File: config.mk
export PLATFORM = sky130hd
export DESIGN_NAME = shpre_top
export DESIGN_NICKNAME = d
export VERILOG_FILES = /design/src/rtl/shpre_pkg.sv /design/src/rtl/shpre_pin_sync.sv /design/src/rtl/shpre_divider.sv /design/src/rtl/shpre_wdt_core.sv /design/src/rtl/shpre_timer_reg.sv /design/src/rtl/shpre_top.sv
export SDC_FILE = /design/constraint.sdc
export NUM_CORES = 1
export LEC_CHECK = 0
export BUFFER_PORTS_ARGS = -buffer_cell sky130_fd_sc_hd__buf_2
export CAP_MARGIN = 20
export CORE_MARGIN = 1
export CORE_UTILIZATION = 40
export DETAILED_ROUTE_END_ITERATION = 10
export GPL_ROUTABILITY_DRIVEN = 0
export PLACE_DENSITY_LB_ADDON = 0.08
export SETUP_SLACK_MARGIN = 0.2
export SYNTH_ARGS = -nofsm -noshare
export SYNTH_HDL_FRONTEND = slang
export SYNTH_SLANG_ARGS = --single-unit
File: constraint.sdc
create_clock -name clk -period 2.4 [get_ports clk]
set_input_delay 0.36 -clock clk [delete_from_list [all_inputs] [get_ports clk]]
set_output_delay 0.36 -clock clk [all_outputs]
set_load 0.05 [all_outputs]
File: src/rtl/shpre_pkg.sv
package shpre_pkg;
  typedef enum logic {
    OWNER_TMR = 1'b0,
    OWNER_WDT = 1'b1
  } owner_e;
endpackage

File: src/rtl/shpre_pin_sync.sv
module shpre_pin_sync #(
  parameter int STAGES = 2
) (
  input  logic clk,
  input  logic rst_n,
  input  logic cyc_en,
  input  logic pin,
  input  logic fall_sel,
  output logic edge_tick
);
  logic              pin_pol;
  logic [STAGES-1:0] shreg;
  logic              prev_q;

  // polarity folded in front so only a rising edge is detected
  assign pin_pol = pin ^ fall_sel;

  always_ff @(posedge clk or negedge rst_n) begin
    if (!rst_n) begin
      shreg  <= '0;
      prev_q <= 1'b0;
    end else if (cyc_en) begin
      shreg  <= {shreg[STAGES-2:0], pin_pol};
      prev_q <= shreg[STAGES-1];
    end
  end

  assign edge_tick = cyc_en & shreg[STAGES-1] & ~prev_q;
endmodule

File: src/rtl/shpre_divider.sv
module shpre_divider
  import shpre_pkg::*;
#(
  parameter int W = 8,
  localparam int SEL_W = $clog2(W)
) (
  input  logic             clk,
  input  logic             rst_n,
  input  owner_e           owner,
  input  logic             tick_in,
  input  logic             clear,
  input  logic [SEL_W-1:0] tap_sel,
  output logic             div_tick,
  output logic [W-1:0]     cnt
);
  logic [W-1:0]     carry;
  logic [SEL_W-1:0] wdt_idx;
  logic             tap_hit;

  assign carry[0] = cnt[0];
  for (genvar g = 1; g < W; g++) begin : g_carry
    assign carry[g] = carry[g-1] & cnt[g];
  end

  assign wdt_idx = tap_sel - SEL_W'(1);

  always_comb begin
    if (owner == OWNER_WDT) begin
      tap_hit = (tap_sel == '0) ? 1'b1 : carry[wdt_idx];
    end else begin
      tap_hit = carry[tap_sel];
    end
  end

  assign div_tick = tick_in & tap_hit & ~clear;

  always_ff @(posedge clk or negedge rst_n) begin
    if (!rst_n) begin
      cnt <= '0;
    end else if (clear) begin
      cnt <= '0;
    end else if (tick_in) begin
      cnt <= cnt + W'(1);
    end
  end
endmodule

File: src/rtl/shpre_wdt_core.sv
module shpre_wdt_core #(
  parameter int CW = 10
) (
  input  logic          clk,
  input  logic          rst_n,
  input  logic          en,
  input  logic          tick,
  input  logic          clr,
  output logic          ovf,
  output logic [CW-1:0] cnt
);
  logic advance;

  assign advance = en & tick & ~clr;
  assign ovf     = advance & (&cnt);

  always_ff @(posedge clk or negedge rst_n) begin
    if (!rst_n) begin
      cnt <= '0;
    end else if (clr) begin
      cnt <= '0;
    end else if (advance) begin
      cnt <= cnt + CW'(1);
    end
  end
endmodule

File: src/rtl/shpre_timer_reg.sv
module shpre_timer_reg #(
  parameter int W = 8
) (
  input  logic         clk,
  input  logic         rst_n,
  input  logic         wr,
  input  logic [W-1:0] wdata,
  input  logic         inc,
  output logic [W-1:0] value
);
  always_ff @(posedge clk or negedge rst_n) begin
    if (!rst_n) begin
      value <= '0;
    end else if (wr) begin
      value <= wdata;
    end else if (inc) begin
      value <= value + W'(1);
    end
  end
endmodule

File: src/rtl/shpre_top.sv
module shpre_top
  import shpre_pkg::*;
#(
  parameter int PRE_W  = 8,
  parameter int TMR_W  = 8,
  parameter int WDT_W  = 10,
  parameter int SYNC_N = 2
) (
  input  logic                     clk,
  input  logic                     rst_n,
  input  logic                     cyc_en,
  input  logic                     ext_pin,
  input  logic                     pin_fall,
  input  logic                     src_pin,
  input  logic [$clog2(PRE_W)-1:0] ratio,
  input  logic                     wdt_owns,
  input  logic                     wdt_en,
  input  logic                     wdt_tick,
  input  logic                     tmr_wr,
  input  logic [TMR_W-1:0]         tmr_wdata,
  input  logic                     wdt_clr,
  output logic [TMR_W-1:0]         tmr_value,
  output logic                     wdt_timeout
);
  owner_e             owner;
  logic               pin_tick;
  logic               src_tick;
  logic               wdt_ovf;
  logic [WDT_W-1:0]   wdt_cnt;
  logic               pre_in;
  logic               pre_clr;
  logic               pre_out;
  logic [PRE_W-1:0]   pre_cnt;
  logic               tmr_inc;
  logic               timeout_q;

  assign owner = owner_e'(wdt_owns);

  shpre_pin_sync #(.STAGES(SYNC_N)) u_sync (
    .clk      (clk),
    .rst_n    (rst_n),
    .cyc_en   (cyc_en),
    .pin      (ext_pin),
    .fall_sel (pin_fall),
    .edge_tick(pin_tick)
  );

  assign src_tick = src_pin ? pin_tick : cyc_en;

  shpre_wdt_core #(.CW(WDT_W)) u_wdt (
    .clk  (clk),
    .rst_n(rst_n),
    .en   (wdt_en),
    .tick (wdt_tick),
    .clr  (wdt_clr),
    .ovf  (wdt_ovf),
    .cnt  (wdt_cnt)
  );

  // divider routing: input and clear source follow the owner
  always_comb begin
    if (owner == OWNER_WDT) begin
      pre_in  = wdt_ovf;
      pre_clr = wdt_clr;
    end else begin
      pre_in  = src_tick;
      pre_clr = tmr_wr;
    end
  end

  shpre_divider #(.W(PRE_W)) u_div (
    .clk     (clk),
    .rst_n   (rst_n),
    .owner   (owner),
    .tick_in (pre_in),
    .clear   (pre_clr),
    .tap_sel (ratio),
    .div_tick(pre_out),
    .cnt     (pre_cnt)
  );

  assign tmr_inc = (owner == OWNER_WDT) ? src_tick : pre_out;

  shpre_timer_reg #(.W(TMR_W)) u_tmr (
    .clk  (clk),
    .rst_n(rst_n),
    .wr   (tmr_wr),
    .wdata(tmr_wdata),
    .inc  (tmr_inc),
    .value(tmr_value)
  );

  always_ff @(posedge clk or negedge rst_n) begin
    if (!rst_n) begin
      timeout_q <= 1'b0;
    end else begin
      timeout_q <= wdt_en & ((owner == OWNER_WDT) ? pre_out : wdt_ovf);
    end
  end

  assign wdt_timeout = timeout_q;
endmodule

==> results of run 1 <==
power by group:
group,total (uW),switching (uW),internal (uW)
combinational,260,167,93.1
sequential,565,31.4,533
clock,516,206,310
worst max-delay path by stage:
stage	startpoint	endpoint	slack, ps
final	u_div.cnt[1]	u_tmr.value[7]	230
after global routing	u_div.cnt[1]	u_tmr.value[7]	160
after CTS	u_div.cnt[1]	u_tmr.value[7]	200
after detailed placement	u_div.cnt[1]	u_tmr.value[7]	130
after global placement	u_div.cnt[1]	u_tmr.value[7]	210
after floorplan	u_div.cnt[0]	u_tmr.value[7]	250
registers in the layout, indices dropped and copies added (netlist names):
signal / cells
u_div.cnt: 8
u_tmr.value: 8
u_sync.shreg: 2
wdt_timeout: 1
u_sync.prev_q: 1
u_wdt.cnt: 10
per-stage QoR:
step / utilization / hold WS (ps) / total power (uW)
after floorplan: - / 64.4 / 737
after global placement: 0.477 / 463 / 826
after detailed placement: 0.477 / 454 / 828
after CTS: 0.504 / 145 / 1350
after global routing: 0.514 / 175 / 1400
final: 0.514 / 114 / 1340
cell families (layout without fill, tap and decap cells):
logic type,Yosys count,after routing,share of synthesized area
adder cells (fa/ha/maj),6,6,0.0395
multiplexers,7,7,0.0382
AND/OR/NAND/NOR,84,84,0.235
AO/OA/AOI/OAI,58,58,0.211
XOR/XNOR,11,11,0.0507
buffers and inverters,15,54,0.0303
flip-flops,30,30,0.395
placed cells by master, fill, tap and decap left out, types with 2 or more instances in the layout:
master and instances:
sky130_fd_sc_hd__buf_2 30, sky130_fd_sc_hd__nand3_1 10, sky130_fd_sc_hd__o31ai_1 3, sky130_fd_sc_hd__o21ai_0 15, sky130_fd_sc_hd__o21ai_1 2, sky130_fd_sc_hd__a211oi_1 3
sky130_fd_sc_hd__nand2_1 17, sky130_fd_sc_hd__inv_1 8, sky130_fd_sc_hd__xnor2_1 2, sky130_fd_sc_hd__ha_1 4, sky130_fd_sc_hd__a31o_1 2, sky130_fd_sc_hd__o2111ai_1 2
sky130_fd_sc_hd__or2_2 2, sky130_fd_sc_hd__mux2i_1 4, sky130_fd_sc_hd__xor2_1 9, sky130_fd_sc_hd__nor2_1 24, sky130_fd_sc_hd__ha_4 2, sky130_fd_sc_hd__nand3b_1 2
sky130_fd_sc_hd__clkbuf_8 5, sky130_fd_sc_hd__o211ai_1 2, sky130_fd_sc_hd__mux2_2 2, sky130_fd_sc_hd__or3_1 7, sky130_fd_sc_hd__or4_1 4, sky130_fd_sc_hd__dfrtp_1 30
sky130_fd_sc_hd__buf_4 6, sky130_fd_sc_hd__nor3_1 4, sky130_fd_sc_hd__o22ai_1 2, sky130_fd_sc_hd__a21oi_1 11, sky130_fd_sc_hd__nor2b_1 2, sky130_fd_sc_hd__a31oi_1 3
layout make-up:
class                   instances  area, sq um  share of cell area
multi-input cells             166         1140               0.496
flip-flops and latches         30          751               0.326
repair buffers                 36          195              0.0849
clock buffers                   6         72.6              0.0316
well taps                      52         65.1              0.0283
clock inverters                 2         37.5              0.0163
inverters                      10         37.5              0.0163
routing by layer:
layer	global-route usage	up-vias	share of wire
li1	-	851	-
met1	0.248	807	0.48
met2	0.312	29	0.47
met3	0.0399	6	0.031
met4	0.0600	0	0.015
met5	0	-	0
what timing repair did:
item | CTS | global route
pin swaps | 0 | 4
gates resized for setup | 2 | 6
buffers inserted | 0 | 1
endpoints found under the hold margin | 0 | 0
endpoints found under the setup margin | 2 | 4
==> flow_summary_export.csv, run 1 <==
group,metric,value,unit
finish,final_design_area_no_fill,2300,sq um
critical_path,crit_type,"reg2reg",
critical_path,r2r_setup_slack,230,ps
placed_design,dp.final_hpwl,3.03,mm
global_route,globalRoute.totalOverflow,0,
placed_design,preCtsSetupSlack,134,ps
critical_path,family_of_cells_with_the_greatest_summed_delay_on_the_critical_path,"compound AO/OA/AOI/OAI gates",
min_path,hold_path.class,"in2async",
finish,num-fill-cells,443,
detailed_routing,number_of_antenna_violating_nets_in_the_routed_design,0,
critical_path,worstSetupEndpointType,"flop",
detailed_routing,vias,1693,
timing,finalMaxSlewViolations,0,
global_route,grt.total_usage,0.189,
synth,synthesis.nets,239,
pwr,power.density,583,nW/um^2
detailed_routing,drt-total-wl,4.28,mm
floorplan,dieHeight,70.9,um
finish,area_delta_synth_final,21.0,%
synth,yosys_register_bits,30,
critical_path,timing.critical_path.slowest_cell_delay,570,ps
synth,synth.distinct_cells,53,
cts,cts-htree-levels,2,
finish,final_antenna_diode_count,0,
global_route,first_pass_grt_wire_length,7.46,mm
timing,postLayoutSetupSlackWorst,226,ps
synth,synth.top_cell.area_share,0.395,
detailed_routing,drc,0,
synth,synthArstFlopShare,1.00,
placed_design,detailed_place.area,2130,sq um
synth,synth_commonest_cells,"sky130_fd_sc_hd__dfrtp_1 (30), sky130_fd_sc_hd__nor2_1 (24), sky130_fd_sc_hd__nand2_1 (17)",
status,result_of_the_run,"finished, final reports clean",
cts,clkSinkCount,30,
critical_path,crit_chain,"ha_4, buf_4, mux2i_2, o32ai_4, a21oi_2, or4_4, o311a_1",
synth,yosysMostFrequentCell,"sky130_fd_sc_hd__dfrtp_1",
floorplan,fp-row-count,24,
floorplan,die_w,70.9,um
synth,synth_top_cell_by_area,"sky130_fd_sc_hd__dfrtp_1",
cts,cts_max_path_buffers,2,
finish,final_net_count,277,
detailed_routing,wl_per_cell,14.2,um
cts,clk_latency,280,ps
pwr,power_leakage,0.000975,uW
flow_run,max_cap_viol_count,0,
floorplan,pin_count,31,
critical_path,timing.critical_path.depth,7,
timing,finalHoldViolations,0,
floorplan,initial_core_util,0.425,
cts,hold_buffers,0,
global_route,antenna_found_initial,0,
synth,avgSynthCellArea,9.01,sq um
synth,synth_top_flop_cell,"sky130_fd_sc_hd__dfrtp_1",
timing,max_clock_freq,460,MHz
timing,min_period_over_period,0.906,
critical_path,worst_r2r_startpoint,"u_div.cnt[1]",
detailed_routing,detailedRoute.firstIterationViolations,84,
placed_design,io_buffer_count,30,
synth,synthesis.instances,211,
pwr,ir_worst_vdd,0.282,mV
detailed_routing,avgViaCountPerCell,5.61,
timing,finClkSkew,6.22,ps
synth,seq_area_frac_synth,0.395,
critical_path,cp.buffers_inverters,1,
synth,synth-warning-count,0,
synth,synth_top_cells_by_area,"sky130_fd_sc_hd__dfrtp_1 (39%), sky130_fd_sc_hd__nor2_1 (4.7%), sky130_fd_sc_hd__xor2_1 (4.1%)",
global_route,largest_net_degree_at_the_start_of_global_routing,31,
finish,final_cell_count_no_fill,302,
cts,clkTransAtPathRegs,70,ps
critical_path,timing.reg2reg.worst_path_depth,7,
finish,layout-drive-gt1-share,0.244,
timing,timing.slew.headroom,0.535,
timing,grt_setup_unrepaired,"true",
critical_path,worst_path_max_delay_cell,"sky130_fd_sc_hd__or4_4",
timing,period_needed,2170,ps
floorplan,area_of_the_placeable_core,4470,sq um
global_route,first_global_vias,1629,
timing,worst_slew_pin_slew,698,ps
timing,tns,0,ps
synth,number_of_synthesized_flops_with_an_enable_pin,0,
synth,syn-cell-area,1900,sq um
placed_design,dp.cells,293,
critical_path,crit_required,2570,ps
critical_path,path_max_fanout,4,
floorplan,die_area,5030,sq um
critical_path,crit_arrival,2350,ps
critical_path,worst_setup_path_start_kind,"flop",
cts,cts_made_buffers,5,
cts,clockRootBuffer,"sky130_fd_sc_hd__clkbuf_8",
cts,cts_tree,"yes",
detailed_routing,firstDrtPassIters,6,
timing,setup_violations,0,
critical_path,r2r-end,"u_tmr.value[7]",
No activity file was read; power rests on OpenSTA's default activity.
==> run 2, diff against run 1 <==
Settings changed: ABC_AREA set to 1.
==> flow_summary_export.csv, run 2 <==
group,metric,value,unit
critical_path,crit_arrival,2140,ps
synth,synthesis.nets,284,
critical_path,crit_type,"reg2reg",
global_route,first_global_vias,1645,
synth,synth.top_cell.area_share,0.393,
detailed_routing,number_of_antenna_violating_nets_in_the_routed_design,0,
critical_path,path_max_fanout,9,
critical_path,timing.reg2reg.worst_path_depth,12,
critical_path,worst_r2r_startpoint,"u_div.cnt[0]",
cts,clkSinkCount,30,
cts,cts_tree,"yes",
detailed_routing,vias,1711,
critical_path,r2r-end,"u_tmr.value[3]",
pwr,power.density,607,nW/um^2
finish,final_antenna_diode_count,0,
floorplan,die_area,5050,sq um
timing,timing.slew.headroom,0.553,
detailed_routing,firstDrtPassIters,4,
floorplan,initial_core_util,0.427,
synth,synthesis.instances,256,
critical_path,startpoint,"u_div.cnt[0]",
cts,cts-htree-levels,2,
global_route,globalRoute.totalOverflow,0,
detailed_routing,detailedRoute.firstIterationViolations,71,
synth,synth_commonest_cells,"sky130_fd_sc_hd__nand2_1 (76), sky130_fd_sc_hd__dfrtp_1 (30), sky130_fd_sc_hd__nor2_1 (22)",
critical_path,r2r_setup_slack,470,ps
floorplan,pin_count,31,
timing,min_period_over_period,0.802,
pwr,ir_worst_vdd,0.355,mV
detailed_routing,met3_wirelength,197,um
synth,synth_top_flop_cell,"sky130_fd_sc_hd__dfrtp_1",
synth,synth.distinct_cells,35,
timing,finalHoldViolations,0,
finish,reg.largest.list,"u_wdt.cnt: 10 flops, u_div.cnt: 8 flops, u_tmr.value: 8 flops",
cts,clkTransAtPathRegs,60,ps
synth,yosys_register_bits,30,
floorplan,area_of_the_placeable_core,4470,sq um
timing,grt_setup_unrepaired,"false",
global_route,first_pass_grt_wire_length,7.61,mm
timing,max_clock_freq,519,MHz
timing,finClkSkew,3.92,ps
synth,syn-cell-area,1910,sq um
finish,largest_register_ffs,10,
cts,clk_latency,280,ps
detailed_routing,drc,0,
timing,setup_violations,0,
synth,seq_area_frac_synth,0.393,
finish,final_net_count,318,
finish,leading_cell_types_in_the_layout_fill_and_taps_excluded,"sky130_fd_sc_hd__nand2_1 (76), sky130_fd_sc_hd__buf_2 (30), sky130_fd_sc_hd__dfrtp_1 (29)",
critical_path,worstSetupEndpointType,"flop",
min_path,hold_path.class,"in2async",
detailed_routing,routed-wl-met2,1.74,mm
pwr,power_leakage,0.00112,uW
detailed_routing,wl_per_cell,11.8,um
detailed_routing,topRoutingLayerUsed,"met4",
placed_design,dp.final_hpwl,3.07,mm
critical_path,worst_setup_path_start_kind,"flop",
critical_path,worst_setup_path_endpoint,"u_tmr.value[3]",
detailed_routing,avgViaCountPerCell,4.99,
synth,synth_top_cells_by_area,"sky130_fd_sc_hd__dfrtp_1 (39%), sky130_fd_sc_hd__nand2_1 (15%), sky130_fd_sc_hd__nand3_1 (5.2%)",
cts,clockRootBuffer,"sky130_fd_sc_hd__clkbuf_8",
finish,biggest_register,"u_wdt.cnt",
global_route,largest_net_degree_at_the_start_of_global_routing,31,
synth,synth_top_cell_by_area,"sky130_fd_sc_hd__dfrtp_1",
cts,cts_made_buffers,5,
detailed_routing,routedLengthMet1,2.06,mm
status,result_of_the_run,"finished, final reports clean",
critical_path,crit_required,2610,ps
floorplan,die_w,71.1,um
flow_run,max_cap_viol_count,0,
finish,area_delta_synth_final,15.5,%
cts,cts_setup_buffers,0,
timing,period_needed,1930,ps
floorplan,fp-row-count,24,
timing,tns,0,ps
timing,worst_slew_pin_slew,671,ps
synth,synthArstFlopShare,1.00,
cts,cts_max_path_buffers,2,
timing,fin_worst_hold_slack,107,ps
synth,avgSynthCellArea,7.46,sq um
synth,synth-warning-count,0,
global_route,antenna_found_initial,0,
detailed_routing,drt-total-wl,4.05,mm
placed_design,io_buffer_count,30,
finish,layout-drive-gt1-share,0.213,
timing,finalMaxSlewViolations,0,
global_route,grt.total_usage,0.194,
floorplan,dieHeight,71.1,um
synth,number_of_synthesized_flops_with_an_enable_pin,0,
synth,yosysMostFrequentCell,"sky130_fd_sc_hd__nand2_1",
finish,mostFrequentLayoutCell,"sky130_fd_sc_hd__nand2_1",
run 2: worst max-delay path, cell delays in order, from the launching register on:
cell                      delay, ps
sky130_fd_sc_hd__dfrtp_2        400
sky130_fd_sc_hd__ha_1           210
sky130_fd_sc_hd__ha_1           200
sky130_fd_sc_hd__nand3_1        150
sky130_fd_sc_hd__nor2_2         140
sky130_fd_sc_hd__nand2_1         60
sky130_fd_sc_hd__nand2_1         60
sky130_fd_sc_hd__nand2_1         40
sky130_fd_sc_hd__nor2_1         170
sky130_fd_sc_hd__nand3_4        160
sky130_fd_sc_hd__nand2_4        140
sky130_fd_sc_hd__nand2_1         60
sky130_fd_sc_hd__nand2_1         60
run 2: repair_timing:
action | CTS | global route
hold buffers | 0 | 0
gates resized for setup | 0 | 2
setup endpoints to repair | 0 | 8
run 2: worst min-delay path by stage:
| stage | startpoint | to | slack [ps] | depth (start not counted) |
|---|---|---|---|---|
| floorplan | rst_n | u_div.cnt[0] | 60 | 0 |
| global placement | rst_n | u_wdt.cnt[4] | 440 | 1 |
| detailed placement | rst_n | u_wdt.cnt[3] | 450 | 1 |
| CTS | rst_n | u_wdt.cnt[4] | 150 | 1 |
| global route | rst_n | u_wdt.cnt[4] | 180 | 1 |
| finish | rst_n | u_wdt.cnt[4] | 110 | 1 |
run 2: report_power, final:
part	internal (uW)	total (uW)	switching, uW
clock network	231	409	178
logic	104	324	221
registers	550	606	55.1
total	885	1340	454
run 2: through the flow:
stage | utilization | worst slack (ps) | std cells | power (uW) | cell area (sq um)
after global routing | 0.493 | 192 | 343 | 1430 | 2210
after floorplan | - | 696 | 256 | 839 | 1910
after CTS | 0.492 | 437 | 343 | 1360 | 2200
after global placement | 0.472 | 518 | 335 | 939 | 2110
after detailed placement | 0.472 | 461 | 335 | 938 | 2110
final | 0.493 | 474 | 343 | 1340 | 2210
run 2: area by class of cell:
cell class | count | area (sq um)
clock inverter | 1 | 5.00
clock buffer | 7 | 86.3
multi-input combinational | 193 | 1030
inverter | 30 | 114
fill | 450 | 2270
timing repair buffer | 30 | 150
tap | 52 | 65.1
sequential | 30 | 752
run 2: metal layers:
metal  track usage  up-vias
li1              -      908
met3        0.0541        5
met1         0.263      757
met2         0.299       41
met4        0.0667        0
met5             0        -
run 2: cell families after synthesis:
family	count (synthesis)	share of synthesized area
AO/OA/AOI/OAI	47	0.148
XOR/XNOR	5	0.0229
adder cells (fa/ha/maj)	6	0.0393
buffers and inverters	33	0.0668
flip-flops	30	0.393
AND/OR/NAND/NOR	135	0.330
